$ cat config.mk
export PLATFORM = sky130hd
export DESIGN_NAME = chg_accum
export DESIGN_NICKNAME = d
export VERILOG_FILES = /design/src/rtl/chg_pkg.sv /design/src/rtl/chg_prescaler.sv /design/src/rtl/chg_acc_reg.sv /design/src/rtl/chg_accum.sv
export SDC_FILE = /design/constraint.sdc
export NUM_CORES = 1
export LEC_CHECK = 0
export CORE_MARGIN = 2
export CORE_UTILIZATION = 60
export DETAILED_ROUTE_END_ITERATION = 10
export DONT_BUFFER_PORTS = 1
export PLACE_DENSITY = 0.81
export SLEW_MARGIN = 20
export SYNTH_ARGS = -nofsm -noshare
export SYNTH_HDL_FRONTEND = slang
export SYNTH_SLANG_ARGS = --single-unit
$ cat constraint.sdc
create_clock -name clk -period 2.61 [get_ports clk]
set_input_delay 0.522 -clock clk [delete_from_list [all_inputs] [get_ports clk]]
set_output_delay 0.522 -clock clk [all_outputs]
set_load 0.05 [all_outputs]
$ cat src/rtl/chg_pkg.sv
package chg_pkg;
  localparam int ACC_W      = 16;
  localparam int BYTE_W     = ACC_W / 2;
  localparam int CODE_W     = 3;
  localparam int BASE_SHIFT = 3;
  localparam int RES_W      = BASE_SHIFT + (1 << CODE_W) - 1;

  typedef logic [ACC_W-1:0]  acc_t;
  typedef logic [RES_W-1:0]  res_t;
  typedef logic [CODE_W-1:0] code_t;

  localparam acc_t ACC_FULL = '1;
  localparam acc_t ACC_MID  = acc_t'((1 << (ACC_W - 1)) - 1);

  // Largest partial count for a code: 8*2^code - 1
  function automatic res_t residue_top(code_t c);
    int unsigned span;
    span = 32'd1 << (BASE_SHIFT + int'(c));
    return res_t'(span - 1);
  endfunction

  // Saturating one-step move of the accumulator
  function automatic acc_t acc_move(acc_t v, logic up, logic dn);
    if (up && v != ACC_FULL) return v + acc_t'(1);
    if (dn && v != '0)       return v - acc_t'(1);
    return v;
  endfunction
endpackage

$ cat src/rtl/chg_prescaler.sv
module chg_prescaler
  import chg_pkg::*;
(
  input  logic  clk,
  input  logic  rst_n,
  input  logic  q_up,
  input  logic  q_dn,
  input  logic  sd,
  input  code_t code_req,
  output logic  step_up,
  output logic  step_dn,
  output res_t  res_o,
  output code_t code_o
);
  res_t  res_q;
  code_t code_q;
  logic  up_only, dn_only, at_top, at_zero, adopt;

  assign up_only = q_up & ~q_dn & ~sd;
  assign dn_only = q_dn & ~q_up & ~sd;
  assign at_top  = (res_q == residue_top(code_q));
  assign at_zero = (res_q == '0);
  assign step_up = up_only & at_top;
  assign step_dn = dn_only & at_zero;
  // a new code is taken only where the partial count is on a boundary
  assign adopt   = sd | at_zero | step_up;

  always_ff @(posedge clk or negedge rst_n) begin
    if (!rst_n) begin
      res_q  <= '0;
      code_q <= '1;
    end else begin
      if (adopt) code_q <= code_req;
      if (sd || step_up)  res_q <= '0;
      else if (step_dn)   res_q <= residue_top(code_req);
      else if (up_only)   res_q <= res_q + res_t'(1);
      else if (dn_only)   res_q <= res_q - res_t'(1);
    end
  end

  assign res_o  = res_q;
  assign code_o = code_q;
endmodule

$ cat src/rtl/chg_acc_reg.sv
module chg_acc_reg
  import chg_pkg::*;
(
  input  logic              clk,
  input  logic              rst_n,
  input  logic              step_up,
  input  logic              step_dn,
  input  logic              sd,
  input  logic              wr_hi,
  input  logic              wr_lo,
  input  logic [BYTE_W-1:0] wdata,
  input  logic              cc_en,
  input  logic              cc_in,
  output acc_t              acc_o,
  output logic              ovf_o,
  output logic              udf_o,
  output logic              host_ld,
  output logic              cc_preset
);
  acc_t acc_q, acc_d;
  logic cc_prev, ovf_q, udf_q;
  logic sat_hi_hit, sat_lo_hit;

  assign host_ld    = sd & (wr_hi | wr_lo);
  assign cc_preset  = cc_en & cc_in & ~cc_prev;
  assign sat_hi_hit = step_up & (acc_q == ACC_FULL) & ~host_ld & ~cc_preset;
  assign sat_lo_hit = step_dn & (acc_q == '0) & ~host_ld & ~cc_preset;

  always_comb begin
    acc_d = acc_q;
    if (host_ld) begin
      if (wr_hi) acc_d[ACC_W-1:BYTE_W] = wdata;
      if (wr_lo) acc_d[BYTE_W-1:0]     = wdata;
    end else if (cc_preset) begin
      acc_d = ACC_FULL;
    end else begin
      acc_d = acc_move(acc_q, step_up, step_dn);
    end
  end

  always_ff @(posedge clk or negedge rst_n) begin
    if (!rst_n) begin
      acc_q   <= ACC_MID;
      cc_prev <= 1'b0;
      ovf_q   <= 1'b0;
      udf_q   <= 1'b0;
    end else begin
      acc_q   <= acc_d;
      cc_prev <= cc_in;
      ovf_q   <= ovf_q | sat_hi_hit;
      udf_q   <= udf_q | sat_lo_hit;
    end
  end

  assign acc_o = acc_q;
  assign ovf_o = ovf_q;
  assign udf_o = udf_q;
endmodule

$ cat src/rtl/chg_accum.sv
module chg_accum
  import chg_pkg::*;
(
  input  logic        clk,
  input  logic        rst_n,
  input  logic        qnt_up,
  input  logic        qnt_dn,
  input  logic [2:0]  psc_code,
  input  logic        shutdown,
  input  logic        cc_enable,
  input  logic        cc_done,
  input  logic        host_wr_hi,
  input  logic        host_wr_lo,
  input  logic [7:0]  host_wdata,
  output logic [15:0] acc_value,
  output logic        ovf_flag,
  output logic        udf_flag
);
  // named internal events for the checker
  logic  step_up, step_dn, host_ld, cc_preset;
  res_t  res_now;
  code_t code_now;

  chg_prescaler u_psc (
    .clk(clk), .rst_n(rst_n), .q_up(qnt_up), .q_dn(qnt_dn), .sd(shutdown),
    .code_req(psc_code), .step_up(step_up), .step_dn(step_dn),
    .res_o(res_now), .code_o(code_now)
  );

  chg_acc_reg u_acc (
    .clk(clk), .rst_n(rst_n), .step_up(step_up), .step_dn(step_dn),
    .sd(shutdown), .wr_hi(host_wr_hi), .wr_lo(host_wr_lo), .wdata(host_wdata),
    .cc_en(cc_enable), .cc_in(cc_done), .acc_o(acc_value),
    .ovf_o(ovf_flag), .udf_o(udf_flag), .host_ld(host_ld), .cc_preset(cc_preset)
  );
endmodule

Word-level counts from Yosys, hierarchy flattened
Cells that the tools add are included.
Word-level totals
  register bits after elaboration: 32
  input bits: 20
  output and inout bits: 18
  logic and storage cells: 77
Operators by class
  $add $sub $neg: 8
  equal/unequal tests: 5
  shift operators: 2
  mux-type cells: 19
  bitwise logic cells: 26
  reduce and logical (&&, ||, !) cells: 10
Operator list (number)
  16-bit two-way mux: 6
  1-bit by 32-bit << shifter with 10-bit output (first input constant): 2
  10-bit two-way mux: 4
  10-bit by 1-bit subtractor with 10-bit output (second input constant): 3
  16-bit by 1-bit adder with 16-bit output (second input constant): 1
  16-bit equality test (second input constant): 1
  16-bit logical NOT: 1
  8-bit two-way mux: 2
  16-bit inequality test (second input constant): 1
  16-bit nonzero test: 1
  16-bit by 1-bit subtractor with 16-bit output (second input constant): 1
  1-bit bitwise AND: 15
  10-bit by 1-bit adder with 10-bit output (second input constant): 1
  10-bit equality test: 1
  10-bit logical NOT: 1
  2-bit by 3-bit adder with 4-bit output (first input constant): 2
  4-bit nonzero test: 2
  1-bit two-way mux: 7
  1-bit NOT: 6
  1-bit OR: 5
  2-bit inequality test (second input constant): 2
  2-bit AND reduction: 2
  1-bit logical AND: 2
  1-bit logical OR: 1

Longest topological paths before layout
Gate-level depths: netlist (run 1).
  word-level depth: 16
  mapped depth: 11
  mapped depth without buffers: 10

Cells and area by module
A second synthesis (run 1) with hierarchy kept.
Unflattened totals
  cells, all modules: 371
  area total of the unflattened synthesis: 2985.4 um^2
By module, submodules not included
  chg_acc_reg: instances 1, cells an instance 215, area each 1741.7 um^2, sequential area each 494.2 um^2
  chg_prescaler: instances 1, cells an instance 156, area each 1243.7 um^2, sequential area each 329.1 um^2

Least setup slack after synthesis (run 1)
No wires, ideal clock.
  path type: input port to flip-flop
  start: in shutdown
  end: reg u_psc.res_q[6] (netlist: u_psc.res_o[6])
  setup time: 0.142 ns
  arrival time: 2.569 ns
  required time: 2.468 ns
  setup slack: -0.101 ns
  stages: 11
  buffers on the path: 1
  cells stage by stage: buf_2 > nor3b_2 > inv_1 > ha_1 > nor2b_1 > o21ai_0 > a21oi_1 > o21a_1 > or3_1 > a31oi_1 > a211oi_1
On the way
  word-level cells in the longest chain between the ends: 5
  elaborated cells between the ends (all ways): 10
  classes of those cells: mux: 3; bitwise: 5; reduce/logical: 2
RTL lines
  start, declared: line chg_accum.sv:9  | input logic shutdown,
  1-bit NOT: line chg_prescaler.sv:19, chg_prescaler.sv:20
  1-bit bitwise AND (on tied branches): line chg_prescaler.sv:19, chg_prescaler.sv:20
  10-bit two-way mux, or another cell as far along: line chg_prescaler.sv:36  | else if (up_only) res_q <= res_q + res_t'(1);
  10-bit two-way mux / 1-bit logical OR (equally long branches): line chg_prescaler.sv:35, chg_prescaler.sv:34
  10-bit two-way mux / 4-bit nonzero test (equally long branches)
  end signal, assigned: line chg_prescaler.sv:35  | else if (step_dn) res_q <= residue_top(code_req);
  end signal, assigned: line chg_prescaler.sv:36
  end signal, assigned: line chg_prescaler.sv:37  | else if (dn_only) res_q <= res_q - res_t'(1);
  end, declared: line chg_prescaler.sv:15  | res_t res_q;
Several ways; a longest one is shown, not always the timed one.
A chain may end at the register's enable or synchronous reset.

Worst setup path after layout (run 1)
  start: reg u_acc.acc_q[10] (netlist: u_acc.acc_o[10])
  end: reg u_acc.acc_q[15] (netlist: u_acc.acc_o[15])
On the way
  word-level cells in the longest chain between the ends: 8
  elaborated cells between the ends (all ways): 21
  classes of those cells: add/sub: 2; eq/ne: 1; mux: 13; reduce/logical: 5
RTL lines
  start, declared: line chg_acc_reg.sv:20  | acc_t acc_q, acc_d;
  start signal, assigned: line chg_acc_reg.sv:43  | acc_q <= ACC_MID;
  start signal, assigned: line chg_acc_reg.sv:48  | acc_q <= acc_d;
  branches (longest 8 deep; another with 16-bit by 1-bit adder with 16-bit output)
Parallel ways; which one is timed is not known. The select of a mux whose other input is x is not followed.

==> qor.csv, run 1 <==
metric;value;unit
cp-end-kind;register;
ys_ff_latch;32;
drive_above_1_share;0.240;
num_io_pins;38;
fin_crit_sh;0.970;
r2r_slack;0.08;ns
grt_antenna_before_repair;0;
cp.required;2.79;ns
clkTransAtPathRegs;0.08;ns
yosysSeqAreaShare;0.270;
grt_max_degree;21;
fill_cells;394;
avgRoutedWirePerCell;19.7;um
hold_slack;0.0617;ns
powerDensity;757;nW/um^2
max_freq;395;MHz
cp_max_fo;9;
cts-buffers-inserted;5;
yosysWarnings;0;
finalSetupTns;0;ns
synthCells;373;
clock-root-buffer;clkbuf_8;
min_path_type;in -> async;
gp_congestion;0.937;
drt_first_pass_iters;5;
final_hold_viol_count;0;
synth-edff-count;0;
slowest_delay;0.58;ns
synthArstFlopShare;1.00;
clk_latency;0.30;ns
die_area;5670;um^2
fp-row-count;25;
mostFrequentLayoutCells;46 x buf_4, 42 x nor2_1, 33 x a21oi_1;
die_w;75.3;um
initial_utilization;0.633;
ir_worst_vdd;0.433;mV
h-tree-depth;2;
worstMarginPinSlew;0.792;ns
rsz0062_at_grt;yes;
cts_buffer_depth;2;
area_growth;14.9;%
synth_top_area_frac;0.155;
ys_types;70;
syn_avg_cell_area;8.17;um^2
grt_pass1_wl;15000;um
final_nets;442;
die_y;75.3;um
vias_per_cell;6.76;
final_common_cell;buf_4;
cap_violations;0;
critical-path-slowest-cell;or4_4;
diodes;0;
syn_area;3050;um^2
grt.overflow.total;0;
final_core_util;0.727;
final_antenna_net_count;0;
reg2reg_depth;7;
leakage;0.00143;uW
cts_tree;done;
period_needed;2.53;ns
yosys_most_used_dff;dfstp_2;
relSlewSlack;0.470;
drt-initial-drc-count;457;
gr-usage-all-layers;0.352;
cts.sinks;32;
status;completed;
finalMaxSlewViolations;0;
crit_chain;or4_4 -> nor4b_4 -> a21oi_4 -> buf_4 -> nor2_4 -> a21oi_1 -> a221o_1;
path_class;reg -> reg;
place_hpwl;6620;um
synth_area_leaders;dfstp_2 16%, dfrtp_1 11%, a21oi_1 5.4%;
fin_skew;0.0107;ns
vias;3220;
multi_input_comb_area;2130;um^2
critPathLaunchType;register;
port_buffers;0;
coreArea;4820;um^2
drc_errors;0;
arrival;2.71;ns
seq_area;823;um^2
setup_viol;0;
drt_wl_total;9360;um
grt_pass1_vias;3080;
synth_top_area_cell;dfstp_2;
==> layer usage <==
metal | vias up | wire length, um | GRT usage
met1 | 1543 | 3650 | 0.423
met5 | - | 0 | 0
met2 | 186 | 4660 | 0.592
met4 | 0 | 397 | 0.173
li1 | 1454 | - | -
met3 | 37 | 640 | 0.0803
==> final timing paths <==
kind / from / to
setup / recovery: u_acc.acc_o[10] / u_acc.acc_o[15]
hold / removal: rst_n / u_acc.acc_o[11]
hold reg to reg: u_acc.acc_o[9] / u_acc.acc_o[9]
min in group clk: cc_done / u_acc.cc_prev
setup reg to reg: u_acc.acc_o[10] / u_acc.acc_o[15]
max in group asynchronous: rst_n / u_acc.udf_o
==> worst max-delay path: cells and delay by family, from the launching register on <==
family	cells	cell delay (ns)
AO/OA/AOI/OAI	3	0.62
flip-flops	1	0.42
AND/OR/NAND/NOR	3	1.18
buffers and inverters	1	0.19
==> where the power goes <==
group          internal [uW]  switching [uW]  total, uW
clock network            187             196        383
logic                    562             858       1420
registers                664             184        847
total                   1410            1240       2650
==> synth_stat cells, types with 4 or more instances <==
master / n
ha_1: 13
or3_1: 5
nand3_1: 20
o21ai_0: 12
and2_1: 5
o21ai_1: 4
nor2_1: 42
a31oi_1: 10
and3_1: 8
a21oi_1: 33
a211oi_1: 6
nor3_1: 9
mux2i_1: 9
o22ai_1: 7
xor2_1: 10
inv_1: 8
a22o_1: 7
mux2_2: 5
xnor2_1: 8
nand2_1: 28
clkbuf_1: 12
buf_2: 8
a211o_1: 4
dfstp_2: 18
dfrtp_1: 14
nor2b_1: 7
==> registers in the layout, summed over array words and instances (netlist names) <==
name           flops
u_psc.code_o       3
u_psc.res_o       10
u_acc.ovf_o        1
u_acc.acc_o       16
u_acc.udf_o        1
u_acc.cc_prev      1
==> stage by stage <==
| step | instances | power, uW | setup slack, ns | cell area (um^2) |
|---|---|---|---|---|
| global route | 476 | 2800 | -0.0183 | 3500 |
| detailed placement | 462 | 2220 | -0.000218 | 3360 |
| finish | 476 | 2650 | 0.0794 | 3500 |
| global placement | 462 | 2170 | 0.0432 | 3360 |
| floorplan | 376 | 1830 | 0.0101 | 3070 |
| CTS | 471 | 2610 | 0.0342 | 3450 |
==> timing repair <==
| action | 4_1_cts | 5_1_grt |
|---|---|---|
| hold endpoints to repair | 14 | 0 |
| gates resized for setup | 0 | 4 |
| hold buffers | 1 | 0 |
| buffers inserted | 0 | 5 |
| endpoints found under the setup margin | 0 | 8 |
==> cell families after synthesis <==
logic type / share of synthesized area
adders and majority gates: 0.0599
and+or+nand+nor: 0.275
AOI/OAI and AO/OA: 0.246
other: 0.00123
DFF: 0.270
muxes: 0.0530
buffers and inverters: 0.0427
xor gates and xnor gates: 0.0517
==> final cells by class <==
type                            count  area share
Clock buffer                        7      0.0218
Inverter                            8     0.00858
Sequential cell                    32       0.235
Timing Repair Buffer               47       0.102
Tap cell                           67      0.0239
Clock inverter                      1     0.00143
Multi-Input combinational cell    314       0.608
Power figures use the tool's default switching activity.
==> run 2: changes to the inputs <==
--- a/config.mk
+++ b/config.mk
@@ -5,7 +5,7 @@
 export SDC_FILE = /design/constraint.sdc
 export NUM_CORES = 1
 export LEC_CHECK = 0
-export CORE_MARGIN = 2
+export CORE_MARGIN = 10
 export CORE_UTILIZATION = 60
 export DETAILED_ROUTE_END_ITERATION = 10
 export DONT_BUFFER_PORTS = 1
==> run 2 against run 1 <==
Register-to-register slack better by 0.03 ns. Combinational power is 6% lower. Highest routed layer unchanged. Final cell count is 2.9% lower. First-iteration DRC count is 41% lower. Clock skew is 0.0019 ns lower. Wire length is 1.6% lower. Design area is 1.9% lower.
==> qor.csv, run 2 (synthesized netlist as in run 1, its figures left out) <==
metric;value;unit;change
place_hpwl;6800;um;+2.8%
clock-root-buffer;clkbuf_8;;
die_w;91.3;um;+21%
vias_per_cell;6.71;;-0.84%
postPlaceCellArea;3300;um^2;-1.6%
final_nets;428;;-3.2%
coreArea;4820;um^2;unchanged
relSlewSlack;0.510;;+0.0400
fin_crit_sh;0.959;;-0.0103
cts.sinks;32;;unchanged
leakage;0.00136;uW;-4.5%
gp_congestion;0.932;;-0.57%
final_hold_viol_count;0;;unchanged
diodes;0;;unchanged
grt_pass1_vias;3042;;-1.2%
final_common_cell;nor2_1;;
cts-buffers-inserted;5;;unchanged
cts_setup_buffers;0;;unchanged
num_io_pins;38;;unchanged
finalSetupTns;0;ns;unchanged
die_y;91.3;um;+21%
finalMaxSlewViolations;0;;unchanged
cp_max_fo;7;;-2
drt-initial-drc-count;270;;-41%
arrival;2.72;ns;about the same
max_freq;399;MHz;+1.1%
final_cell_area;3430;um^2;-1.9%
drive_above_1_share;0.215;;-0.0244
h-tree-depth;2;;unchanged
fin_skew;0.00881;ns;-0.00192 ns
fp-row-count;25;;unchanged
total_power;2620;uW;-1.3%
initial_utilization;0.633;;unchanged
setup_viol;0;;unchanged
met3WireLength;746;um;+17%
critPathLaunchType;register;;
largest_register_ffs;16;;unchanged
die_area;8330;um^2;+47%
clkTransAtPathRegs;0.07;ns;about the same
avgRoutedWirePerCell;19.9;um;+1.4%
powerDensity;761;nW/um^2;+0.59%
period_needed;2.50;ns;-0.0268 ns
grt_pass1_wl;15100;um;+1.1%
gr-usage-all-layers;0.217;;-0.135
grt.overflow.total;0;;unchanged
area_growth;12.7;%;
min_path_type;in -> async;;
drc_errors;0;;unchanged
status;completed;;
ir_worst_vdd;0.446;mV;+3.0%
path_class;reg -> reg;;
cp-end-kind;register;;
wl_met1;3520;um;-3.5%
drt_first_pass_iters;5;;unchanged
cts_tree;done;;
top_layer_used;met4;;
port_buffers;0;;unchanged
worstMarginPinSlew;0.732;ns;-0.0599 ns
cp.required;2.83;ns;+0.04 ns
met2RoutedLength;4570;um;-2.0%
cts_buffer_depth;2;;unchanged
final_antenna_net_count;0;;unchanged
rsz0062_at_grt;no;;
vias;3099;;-3.8%
drt_wl_total;9210;um;-1.6%
clk_latency;0.29;ns;about the same
mostFrequentLayoutCells;42 x nor2_1, 33 x a21oi_1, 31 x buf_4;;
grt_antenna_before_repair;0;;unchanged
cap_violations;0;;unchanged
grt_max_degree;21;;unchanged
-- run 2: changes by cell type in the layout (fill, tap and decap cells not counted), sizes merged --
| cell | before | now |
|---|---|---|
| buf | 46 | 32 |
| clkbuf | 7 | 8 |
| clkinv | 1 | 0 |
-- run 2: path summary, 6_finish.rpt --
check	slack, ns	cells after the start	end	from
min in group clk	0.26	0	u_acc.cc_prev	cc_done
max in group asynchronous	1.41	1	u_acc.acc_o[15]	rst_n
worst min-delay path	0.07	0	u_acc.acc_o[4]	rst_n
worst min register to register	0.56	2	u_acc.acc_o[9]	u_acc.acc_o[9]
worst max-delay path	0.11	9	u_acc.acc_o[3]	u_acc.acc_o[0]
worst max register to register	0.11	9	u_acc.acc_o[3]	u_acc.acc_o[0]
-- run 2: routing by layer --
metal  track usage  vias up
met5             0        -
met4         0.111        0
met3        0.0560       43
met2         0.377      157
met1         0.238     1479
li1              -     1420
-- run 2: power breakdown --
group          internal (uW)  switching [uW]  total (uW)
registers                663             206         869
clock network            215             193         408
logic                    522             816        1340
-- run 2: repair_timing --
action,in CTS,in global routing
resized for setup,0,6
hold endpoints to repair,14,0
hold buffers,1,0
endpoints found under the setup margin,0,2
-- run 2: area by class of cell --
| cell class | count | area, um^2 |
|---|---|---|
| Tap cell | 67 | 83.8 |
| Multi-Input combinational cell | 314 | 2140 |
| Clock buffer | 8 | 90.1 |
| Inverter | 8 | 30.0 |
| Sequential cell | 32 | 823 |
| Fill cell | 399 | 1380 |
| Timing Repair Buffer | 33 | 263 |
-- run 2: per-stage QoR --
step           hold slack (ns)  worst slack [ns]  instances  utilization
6_report                0.0709             0.106        462        0.713
5_1_grt                 0.0594           0.00527        462        0.713
4_1_cts                 0.0661            0.0511        462        0.706
3_5_place_dp             0.228            0.0801        453        0.685
3_3_place_gp             0.228             0.129        453        0.685
2_1_floorplan            0.226            0.0101        376            -
-- run 2: critical path, cell delays in order (launching register included) --
cell	delay [ns]
dfstp_2	0.58
inv_1	0.10
ha_1	0.23
nor2b_1	0.15
nor4b_4	0.14
a21oi_4	0.31
nand2b_1	0.24
o21ai_2	0.11
and2_1	0.25
a211o_1	0.31
